File: src/rtl/rf_operate_pkg.sv
package rf_operate_pkg;
  typedef enum logic [2:0] {
    OP_NOP  = 3'd0,
    OP_CLRF = 3'd1,
    OP_CLRW = 3'd2,
    OP_COMF = 3'd3,
    OP_BTST = 3'd4,
    OP_CWDT = 3'd5
  } op_e;
endpackage

File: src/rtl/rf_rst_sync.sv
module rf_rst_sync (
  input  logic clk,
  input  logic rst_n,
  output logic rst_n_s
);
  logic meta_q;
  logic sync_q;

  always_ff @(posedge clk or negedge rst_n) begin
    if (!rst_n) begin
      meta_q <= 1'b0;
      sync_q <= 1'b0;
    end else begin
      meta_q <= 1'b1;
      sync_q <= meta_q;
    end
  end

  assign rst_n_s = sync_q;
endmodule

File: src/rtl/rf_file.sv
module rf_file #(
  parameter int DW = 8,
  parameter int AW = 5
) (
  input  logic          clk,
  input  logic          rst_n_s,
  input  logic          we_i,
  input  logic [AW-1:0] addr_i,
  input  logic [DW-1:0] wdata_i,
  output logic [DW-1:0] rdata_o
);
  localparam int DEPTH = 1 << AW;

  logic [DW-1:0] ent_q [DEPTH];

  for (genvar g = 0; g < DEPTH; g++) begin : g_ent
    logic ent_en;
    assign ent_en = we_i && (addr_i == AW'(g));

    always_ff @(posedge clk or negedge rst_n_s) begin
      if (!rst_n_s) begin
        ent_q[g] <= '0;
      end else if (ent_en) begin
        ent_q[g] <= wdata_i;
      end
    end
  end

  assign rdata_o = ent_q[addr_i];
endmodule

File: src/rtl/rf_exec.sv
module rf_exec
  import rf_operate_pkg::*;
#(
  parameter int DW = 8,
  localparam int BW = $clog2(DW)
) (
  input  logic          valid_i,
  input  logic [2:0]    op_i,
  input  logic [BW-1:0] bsel_i,
  input  logic          dst_i,
  input  logic          presc_wdt_i,
  input  logic [DW-1:0] opnd_i,
  output logic [DW-1:0] res_o,
  output logic          file_we_o,
  output logic          w_we_o,
  output logic          z_we_o,
  output logic          z_val_o,
  output logic          bit_o,
  output logic          wdt_clr_o,
  output logic          presc_clr_o,
  output logic          flags_set_o
);
  op_e op;
  assign op = op_e'(op_i);

  always_comb begin
    res_o       = '0;
    file_we_o   = 1'b0;
    w_we_o      = 1'b0;
    z_we_o      = 1'b0;
    bit_o       = 1'b0;
    wdt_clr_o   = 1'b0;
    presc_clr_o = 1'b0;
    flags_set_o = 1'b0;
    if (valid_i) begin
      unique case (op)
        OP_CLRF: begin
          file_we_o = 1'b1;
          z_we_o    = 1'b1;
        end
        OP_CLRW: begin
          w_we_o = 1'b1;
          z_we_o = 1'b1;
        end
        OP_COMF: begin
          res_o     = ~opnd_i;
          file_we_o = dst_i;
          w_we_o    = !dst_i;
          z_we_o    = 1'b1;
        end
        OP_BTST: bit_o = opnd_i[bsel_i];
        OP_CWDT: begin
          wdt_clr_o   = 1'b1;
          flags_set_o = 1'b1;
          presc_clr_o = presc_wdt_i;
        end
        default: ;
      endcase
    end
  end

  assign z_val_o = (res_o == '0);
endmodule

File: src/rtl/rf_operate.sv
module rf_operate
  import rf_operate_pkg::*;
#(
  parameter int DW = 8,
  parameter int AW = 5,
  localparam int BW = $clog2(DW)
) (
  input  logic          clk,
  input  logic          rst_n,
  input  logic          op_valid_i,
  input  logic [2:0]    op_i,
  input  logic [AW-1:0] addr_i,
  input  logic [BW-1:0] bsel_i,
  input  logic          dst_i,
  input  logic          presc_wdt_i,
  output logic [DW-1:0] opnd_o,
  output logic [DW-1:0] w_o,
  output logic          z_o,
  output logic          bit_set_o,
  output logic          wdt_clr_o,
  output logic          presc_clr_o,
  output logic          flags_set_o
);
  logic          rst_n_s;
  logic [DW-1:0] res;
  logic          file_we;
  logic          w_we;
  logic          z_we;
  logic          z_val;
  logic [DW-1:0] w_q;
  logic [DW-1:0] w_d;
  logic          z_q;
  logic          z_d;

  rf_rst_sync u_rst (
    .clk     (clk),
    .rst_n   (rst_n),
    .rst_n_s (rst_n_s)
  );

  rf_file #(.DW(DW), .AW(AW)) u_file (
    .clk     (clk),
    .rst_n_s (rst_n_s),
    .we_i    (file_we),
    .addr_i  (addr_i),
    .wdata_i (res),
    .rdata_o (opnd_o)
  );

  rf_exec #(.DW(DW)) u_exec (
    .valid_i     (op_valid_i),
    .op_i        (op_i),
    .bsel_i      (bsel_i),
    .dst_i       (dst_i),
    .presc_wdt_i (presc_wdt_i),
    .opnd_i      (opnd_o),
    .res_o       (res),
    .file_we_o   (file_we),
    .w_we_o      (w_we),
    .z_we_o      (z_we),
    .z_val_o     (z_val),
    .bit_o       (bit_set_o),
    .wdt_clr_o   (wdt_clr_o),
    .presc_clr_o (presc_clr_o),
    .flags_set_o (flags_set_o)
  );

  always_comb begin
    w_d = w_q;
    z_d = z_q;
    if (w_we) w_d = res;
    if (z_we) z_d = z_val;
  end

  always_ff @(posedge clk or negedge rst_n_s) begin
    if (!rst_n_s) begin
      w_q <= '0;
      z_q <= 1'b0;
    end else begin
      w_q <= w_d;
      z_q <= z_d;
    end
  end

  assign w_o = w_q;
  assign z_o = z_q;

  a_r2_clrf_sets_z: assert property (@(posedge clk) disable iff (!rst_n_s)
    (op_valid_i && op_i == OP_CLRF) |=> (z_o == 1'b1));

  a_r2_clrf_keeps_w: assert property (@(posedge clk) disable iff (!rst_n_s)
    (op_valid_i && op_i == OP_CLRF) |=> $stable(w_o));

  a_r3_clrw_result: assert property (@(posedge clk) disable iff (!rst_n_s)
    (op_valid_i && op_i == OP_CLRW) |=> (w_o == '0 && z_o == 1'b1));

  a_r4_comf_to_w: assert property (@(posedge clk) disable iff (!rst_n_s)
    (op_valid_i && op_i == OP_COMF && !dst_i) |=>
      (w_o == ~$past(opnd_o) && z_o == ($past(opnd_o) == '1)));

  a_r6_btst_keeps_state: assert property (@(posedge clk) disable iff (!rst_n_s)
    (op_valid_i && op_i == OP_BTST) |=> ($stable(z_o) && $stable(w_o)));

  a_r7_presc_needs_wdt: assert property (@(posedge clk) disable iff (!rst_n_s)
    presc_clr_o |-> (wdt_clr_o && flags_set_o && presc_wdt_i));

  a_r8_idle_quiet: assert property (@(posedge clk) disable iff (!rst_n_s)
    !op_valid_i |-> !(bit_set_o || wdt_clr_o || presc_clr_o || flags_set_o));

  a_r8_idle_keeps_state: assert property (@(posedge clk) disable iff (!rst_n_s)
    !op_valid_i |=> ($stable(w_o) && $stable(z_o)));
endmodule

File: config.mk
export PLATFORM = sky130hd
export DESIGN_NAME = rf_operate
export DESIGN_NICKNAME = d
export VERILOG_FILES = /design/src/rtl/rf_operate_pkg.sv /design/src/rtl/rf_rst_sync.sv /design/src/rtl/rf_file.sv /design/src/rtl/rf_exec.sv /design/src/rtl/rf_operate.sv
export SDC_FILE = /design/constraint.sdc
export NUM_CORES = 1
export LEC_CHECK = 0
export ABC_CLOCK_PERIOD_IN_PS = 8300
export BUFFER_PORTS_ARGS = -buffer_cell sky130_fd_sc_hd__buf_2
export CORE_MARGIN = 2
export CORE_UTILIZATION = 24
export CTS_CLUSTER_DIAMETER = 150
export DETAILED_ROUTE_END_ITERATION = 16
export GPL_TIMING_DRIVEN = 0
export PLACE_DENSITY = 0.38
export SYNTH_ARGS = -nofsm -noshare
export SYNTH_HDL_FRONTEND = slang
export SYNTH_SLANG_ARGS = --single-unit
File: constraint.sdc
create_clock -name clk -period 8.3 [get_ports clk]
set_input_delay 1.245 -clock clk [delete_from_list [all_inputs] [get_ports clk]]
set_output_delay 1.245 -clock clk [all_outputs]
set_load 0.1 [all_outputs]
## Word-level counts from Yosys, hierarchy flattened

Index checks and enable logic that the tools add are counted.

| word-level totals | value |
|---|---|
| flip-flop bits (word level) | 267 |
| output and inout bits | 21 |

| cells by class | value |
|---|---|
| order comparisons | 2 |
| multiplexer cells | 19 |
| equal/unequal tests | 36 |
| reductions and logical operators | 36 |
| bitwise gates (word level) | 2 |

Operators by type and width:

| kind | number |
|---|---|
| $eq A5 B5 Y1 const B | 16 |
| $bmux W8 S5 | 1 |
| $eq A5 B4 Y1 const B | 8 |
| $logic_and A1 B1 Y1 | 32 |
| $mux W8 | 4 |
| $eq A5 B3 Y1 const B | 4 |
| $mux W1 | 11 |
| $eq A5 B2 Y1 const B | 2 |
| $logic_not A8 Y1 | 1 |
| $not A8 Y8 | 1 |
| $eq A3 B2 Y1 const B | 2 |
| $eq A3 B3 Y1 const B | 2 |
| $ge A6 B6 Y1 const B | 1 |
| $not A5 Y6 | 1 |
| $eq A5 B1 Y1 const B | 1 |
| $logic_not A5 Y1 | 1 |
| $lt A3 B4 Y1 const B | 1 |
| $pmux W1 S2 | 2 |
| $bmux W1 S3 | 1 |
| $eq A3 B1 Y1 const B | 1 |
| $reduce_or A3 Y1 | 1 |
| $logic_not A1 Y1 | 1 |

## Logic depth before layout (Yosys ltp)

Gate-level depths: netlist (run 1).

| logic depth | value |
|---|---|
| depth in word-level cells | 8 |
| depth in mapped cells | 11 |
| mapped depth without buffers | 7 |

## By module

Synthesis (run 1) repeated with hierarchy kept, for this count alone.

| second synthesis, totals | value |
|---|---|
| cell total of the unflattened synthesis | 889 |
| area, all modules | 12648.4 µm² |

By module, submodules not included:

| module | times used | area each (µm²) | cells an instance | seq. area each (µm²) |
|---|---|---|---|---|
| rf_file | 1 | 12017.8 | 833 | 6406.1 |
| rf_operate | 1 | 367.9 | 19 | 225.2 |
| rf_exec | 1 | 209.0 | 34 | 0.0 |
| rf_rst_sync | 1 | 53.8 | 3 | 50.0 |

## Worst setup path after synthesis (run 1)

OpenSTA, ideal clock, no wires.

| timing path | value |
|---|---|
| path kind | in2out |
| start | input port addr_i[1] |
| end | output port bit_set_o |
| arrival | 4.655 ns |
| slack | 2.400 ns |
| stages on the path | 8 |
| cell sequence | buf_2 nor2_1 nand3_1 and4_1 a21boi_1 nand2_1 nand3_1 a31o_1 |

| between the ends | value |
|---|---|
| longest elaborated chain between the ends | 8 |

Ends and longest elaborated chain:

| what | RTL line | text |
|---|---|---|
| from (decl) | rf_operate.sv:12 | `input logic [AW-1:0] addr_i,` |
| $not A5 Y6 (implied by the code) | rf_file.sv:29 | `assign rdata_o = ent_q[addr_i];` |
| $bmux W8 S5 | rf_file.sv:29 |  |
| $mux W8 (implied by the code) (2 in series) | rf_file.sv:29 |  |
| via opnd_o[1] | rf_operate.sv:16 | `output logic [DW-1:0] opnd_o,` |
| $bmux W1 S3 | rf_exec.sv:51 | `OP_BTST: bit_o = opnd_i[bsel_i];` |
| $mux W1 (implied by the code) | rf_exec.sv:51 |  |
| $mux W1 | rf_exec.sv:36 | `unique case (op)` |
| $mux W1 | rf_exec.sv:35 | `if (valid_i) begin` |
| to (decl) | rf_operate.sv:19 | `output logic bit_set_o,` |

The timed path passes the listed nets, and every way through them passes these cells. The select of a mux whose other input is x is not followed.

## Worst setup path in the final report (run 1)

| timing path | value |
|---|---|
| start | input port addr_i[1] |
| end | output port bit_set_o |

| between the ends | value |
|---|---|
| longest elaborated chain between the ends | 8 |

Ends and longest elaborated chain:

| what | RTL line |
|---|---|
| $not A5 Y6 (implied by the code) | rf_file.sv:29 |
| $bmux W8 S5 | rf_file.sv:29 |
| $mux W8 (implied by the code) (2 in series) | rf_file.sv:29 |
| $bmux W1 S3 | rf_exec.sv:51 |
| $mux W1 (implied by the code) | rf_exec.sv:51 |
| $mux W1 | rf_exec.sv:36 |
| $mux W1 | rf_exec.sv:35 |

Every way passes these cells. The select of a mux whose other input is x is not followed.

==> results of run 1 <==
-- critical path, cell delays in order --
cell and delay [ns]:
buf_2 0.15, buf_2 0.28, and2_1 0.16, clkbuf_1 0.79, a22oi_1 0.19, nand2_1 0.18
a21boi_1 0.91, nand2_1 0.16, nand3_1 0.13, a31o_1 0.14, buf_2 0.42
-- layer usage --
| metal | share of wire | routed length [um] |
|---|---|---|
| met4 | 0.023 | 955 |
| met3 | 0.045 | 1890 |
| met1 | 0.48 | 19800 |
| met5 | 0 | 0 |
| met2 | 0.46 | 19000 |
-- cell type report --
| cell class | instances | share of cell area |
|---|---|---|
| Timing Repair Buffer | 39 | 0.0205 |
| Clock inverter | 10 | 0.00866 |
| Buffer | 58 | 0.0280 |
| Clock buffer | 51 | 0.0698 |
| Antenna cell | 1 | 0.000167 |
| Sequential cell | 267 | 0.445 |
| Tap cell | 688 | 0.0573 |
| Inverter | 6 | 0.00150 |
| Multi-Input combinational cell | 548 | 0.369 |
-- power groups by stage --
stage               Combinational [mW]  Clock [mW]  Sequential [mW]
floorplan                        0.121           0             1.38
global placement                 0.209           0             1.38
detailed placement               0.246           0             1.35
CTS                              0.246        1.61             1.32
global route                     0.257        1.66             1.33
finish                           0.241        1.56             1.32
-- kinds of logic (layout without fill, tap and decap cells) --
logic type,Yosys count,after routing,share of synthesized area
flops,267,267,0.528
mux,354,354,0.344
simple gates,118,118,0.0431
buf+inv,64,164,0.0350
other cells,1,2,0.000296
compound gates,75,75,0.0505
-- per-stage QoR --
stage          hold WS (ns)  instances  utilization  setup WS, ns
6_report              0.306       1668        0.287          2.29
5_1_grt               0.330       1667        0.287          2.24
4_1_cts               0.345       1667        0.287          2.32
3_5_place_dp          0.337       1606        0.264          2.34
3_3_place_gp          0.335       1601        0.262         -3.88
2_1_floorplan         0.331        879            -         0.308
-- cell usage in the layout (no fill, tap or decap), types with 5 or more instances in the layout --
cell type  netlist  layout
buf_6            9       9
clkbuf_1         9      16
nor2_1          33      33
mux2_2         247     247
a21oi_1          5       5
mux2_1          15      15
o21ai_0          5       5
nand3_1         12      12
nor2b_1          6       6
a22oi_1         16      16
mux4_2          28      28
and2_1           5       5
mux2i_1         56      56
buf_16           0       5
clkbuf_16        0      37
nand2_1         39      39
mux4_1           8       8
dfrtp_1        267     266
o31ai_1          6       6
buf_2           32      66
clkbuf_8         0       7
clkinv_2         0       5
-- final timing paths --
path                                        from                 to  slack (ns)  depth (start not counted)
max in group asynchronous          u_rst.rst_n_s  u_file.ent_q[246]        7.02                          3
min in group clk                    u_rst.meta_q      u_rst.rst_n_s        0.35                          0
worst min-delay path               u_rst.rst_n_s   u_file.ent_q[77]        0.31                          1
worst max register to register  u_file.ent_q[21]   u_file.ent_q[29]        5.15                          7
worst min register to register     u_rst.rst_n_s   u_file.ent_q[77]        0.31                          1
worst max-delay path                   addr_i[1]          bit_set_o        2.29                         11
-- sequential cells by signal, indices dropped and copies added, names as in the netlist --
name,count
u_file.ent_q,256
u_rst.meta_q,1
u_rst.rst_n_s,1
w_o,8
z_o,1
==> flow_summary.ini, run 1 <==
[cts]
cts_buffers = 34
cts_resized = 0
clk_latency_ns = 0.54
cts.path.max_buffers = 3
clkTransAtPathRegs_ns = 0.05
cts_root_buf = clkbuf_16
cts_sinks = 267
h-tree-depth = 2
cts-hold-fix-buffers = 0
post_cts_buffers = 0
tritoncts = yes

[sta]
hold_violations = 0
slew_viol_final = 0
min_period_over_period = 0.725
clock_skew_ns = 0.0124
fmax_mhz = 166
relSlewSlack = 0.157
rsz0062_at_grt = no
worst_slew_pin_slew_ns = 1.26
setup_viol = 0
post-route-min-period_ns = 6.01
tns_ns = 0

[synthesis]
synth_enable_flop_cells = 0
ys_top_cells_by_area = dfrtp_1 (53%), mux2_2 (22%), mux4_2 (5.0%)
synth.most_common_cell = dfrtp_1
synthArstFlopShare = 1.00
synth_common_cells = dfrtp_1 (267), mux2_2 (247), mux2i_1 (56), nand2_1 (39), nor2_1 (33)
ys_seq_area_frac = 0.528
ys_seq_elements = 267
synthCells = 879
synth_top_area_share = 0.528
ys.flop_type = dfrtp_1
syn-num-nets = 895
synth_top_cell_by_area = dfrtp_1
syn_area_per_cell_sq_um = 14.4
syn_area_sq_um = 12700
ys_types = 61
synth_warnings = 0

[floorplanning]
die_w_um = 234
die_area_sq_um = 54600
fp.dieH_um = 234
num_io_pins = 37
core_sq_um = 52300
start_util = 0.242
rows = 84

[power]
p_sw_uw = 773
p_comb_frac = 0.077
leakagePower_nw = 7.18
pwr-share-clk = 0.498
peakVddDrop_v = 0.000109
swShare = 0.248
pwr_density_cell_nw_per_um2 = 208
intPower_mw = 2.35
p_total_mw = 3.12
p_seq_frac = 0.424

[route]
drcViolationCount = 0
vias = 7897
drt_iter0_drc = 471
dr.pass1.iters = 5
wl_per_cell_um = 25.0
viasPerCell = 4.73
postRouteAntennaNets = 0
wl_mm = 41.6

[worst_hold_path]
hp-class = reg2async

[layout]
seqCellArea_sq_um = 6690
nNetsFinal = 970
design_area_sq_um = 15000
n_fill_cell = 5356
drive_gt1_frac = 0.446
multiInputGateArea_sq_um = 5540
area_growth_pct = 18.6

[placed_design]
hpwl_mm = 28.7
dpl_cell_area_sq_um = 13800
place_congestion = 0.775
io_buffers = 34

[global_routing]
grt_use_total = 0.156
grt_max_degree = 61
grt_use_met1 = 0.219
grt_first_pass_wirelength_mm = 60.5
grt_pass1_vias = 8420
antenna_found_initial = 0
grt-ovfl-total = 0
use_met3 = 0.0287
use_met2 = 0.246
top_usage_layer = met2

[critical_path]
worstSetupPathType = in2out
critical_path.max_fanout = 10
end_kind = primary output
start_kind = primary input
worst-endpoint-required_ns = 7.05
arrival_ns = 4.77

[job]
cap_violations = 0

[outcome]
status = complete, no violations
Power figures use the tool's default switching activity.
==> run 2: changes to the inputs <==
--- a/config.mk
+++ b/config.mk
@@ -5,7 +5,7 @@
 export SDC_FILE = /design/constraint.sdc
 export NUM_CORES = 1
 export LEC_CHECK = 0
-export ABC_CLOCK_PERIOD_IN_PS = 8300
+export ABC_CLOCK_PERIOD_IN_PS = 5250
 export BUFFER_PORTS_ARGS = -buffer_cell sky130_fd_sc_hd__buf_2
 export CORE_MARGIN = 2
 export CORE_UTILIZATION = 24
==> constraint.sdc (replaced) <==
create_clock -name clk -period 5.25 [get_ports clk]
set_input_delay 0.7875 -clock clk [delete_from_list [all_inputs] [get_ports clk]]
set_output_delay 0.7875 -clock clk [all_outputs]
set_load 0.1 [all_outputs]
==> run 2 against run 1 <==
Sequential share of layout area grew 0.34 points; cell count shrank 0.36%; clock power grew 47%; critical endpoint unchanged; largest cell class unchanged; critical path type unchanged.
==> flow_summary.ini, run 2 (synthesized netlist as in run 1, its figures left out) <==
[layout]
final_cell_mix = dfrtp_1 (266), mux2_2 (247), buf_2 (66)
fin_util = 0.285
top_register = u_file.ent_q
nNetsFinal = 970
largest_reg_flops = 256
mostFrequentLayoutCell = dfrtp_1
diodes = 0
area_growth_pct = 17.7
drive_gt1_frac = 0.444

[power]
leakagePower_nw = 7.13
peakVddDrop_v = 0.000163
pwr_density_cell_nw_per_um2 = 320

[route]
vias = 7863
drt_iter0_drc = 396
dr.pass1.iters = 5
viasPerCell = 4.73
wl_per_cell_um = 25.1
drcViolationCount = 0
postRouteAntennaNets = 0
wl_mm = 41.6

[critical_path]
endpoint = bit_set_o
critPathSlowestCell = nor2_1
max_stage_delay_ns = 1.12
r2r_slack_ns = 2.19
r2r-end = u_file.ent_q[157]
end_kind = primary output
critical_path.max_fanout = 10
cp_cell_sequence = buf_2, buf_2, nor2_1, a221oi_1, nand2_1, a21boi_1, nand2_1, nand3_1, a31o_1, buf_2
start_kind = primary input
worst-endpoint-required_ns = 4.46
crit_start = addr_i[1]
arrival_ns = 4.30
reg2reg_from = u_file.ent_q[21]
crit_top_cell = buf_2
worstSetupPathType = in2out
r2r_cells = 7

[sta]
post-route-min-period_ns = 5.09
min_period_over_period = 0.969
slew_viol_final = 0
hold_violations = 0
timing.hold.ws_ns = 0.0317
fmax_mhz = 197
relSlewSlack = 0.0206
worst_slew_pin_slew_ns = 1.46
clock_skew_ns = 0.0202
rsz0062_at_grt = no
setup_viol = 0
tns_ns = 0

[cts]
cts_sinks = 267
tritoncts = yes
cts.path.max_buffers = 3
clkTransAtPathRegs_ns = 0.05
cts_buffers = 34
cts_root_buf = clkbuf_16
cts_resized = 0
h-tree-depth = 2
cts-hold-fix-buffers = 0
clk_latency_ns = 0.54
post_cts_buffers = 0

[placed_design]
hpwl_mm = 28.6
place_congestion = 0.755
io_buffers = 34

[floorplanning]
fp.dieH_um = 234
core_sq_um = 52300
start_util = 0.242
num_io_pins = 37
die_w_um = 234
die_area_sq_um = 54600
rows = 84

[worst_hold_path]
hp-class = in2async

[outcome]
status = complete, no violations

[global_routing]
antenna_found_initial = 1
grt_use_total = 0.156
grt_first_pass_wirelength_mm = 60.5
grt-ovfl-total = 0
grt_max_degree = 57
grt_pass1_vias = 8358

[job]
cap_violations = 0
run 2: worst min-delay path by stage:
stage | start | to | slack [ns] | cells after the start
CTS | rst_n | u_rst.rst_n_s | 0.004 | 1
finish | rst_n | u_rst.rst_n_s | 0.03 | 1
global placement | u_rst.meta_q | u_rst.rst_n_s | 0.34 | 0
global route | rst_n | u_rst.meta_q | 0.02 | 1
detailed placement | u_rst.meta_q | u_rst.rst_n_s | 0.34 | 0
floorplan | u_rst.meta_q | u_rst.rst_n_s | 0.33 | 0
run 2: routing by layer:
metal | vias up | global-route usage | part of all wire
met5 | - | 0 | 0
met4 | 0 | 0.0439 | 0.019
met3 | 51 | 0.0238 | 0.035
met2 | 156 | 0.239 | 0.45
met1 | 4235 | 0.228 | 0.50
li1 | 3421 | - | -
run 2: worst max-delay path: cells and delay by family:
| family | cells | cell delay [ns] |
|---|---|---|
| AND/OR/NAND/NOR | 4 | 1.54 |
| buffers and inverters | 3 | 0.78 |
| AO/OA/AOI/OAI | 3 | 1.17 |
run 2: per-stage QoR:
step / instances / worst slack [ns] / instance area [sq um] / power [mW]
after global placement: 1601 / -1.45 / 13700 / 2.51
final: 1662 / 0.161 / 14900 / 4.77
after global routing: 1662 / 0.0102 / 14900 / 4.96
after detailed placement: 1606 / 0.281 / 13800 / 2.52
after floorplan: 879 / 0.265 / 12700 / 2.38
after CTS: 1662 / 0.273 / 14900 / 4.85
run 2: where the power goes:
| part | switching [mW] | internal [mW] | leakage, nW |
|---|---|---|---|
| Sequential | 0.0182 | 2.08 | 3.72 |
| Combinational | 0.272 | 0.103 | 2.88 |
| Clock | 0.915 | 1.38 | 0.532 |
run 2: final cells by class:
cell class                      instances  area (sq um)
Buffer                                 58           420
Clock buffer                           50          1010
Clock inverter                          6          62.6
Fill cell                            5346         37400
Inverter                                6          22.5
Multi-Input combinational cell        548          5540
Sequential cell                       267          6690
Tap cell                              688           861
Timing Repair Buffer                   39           300
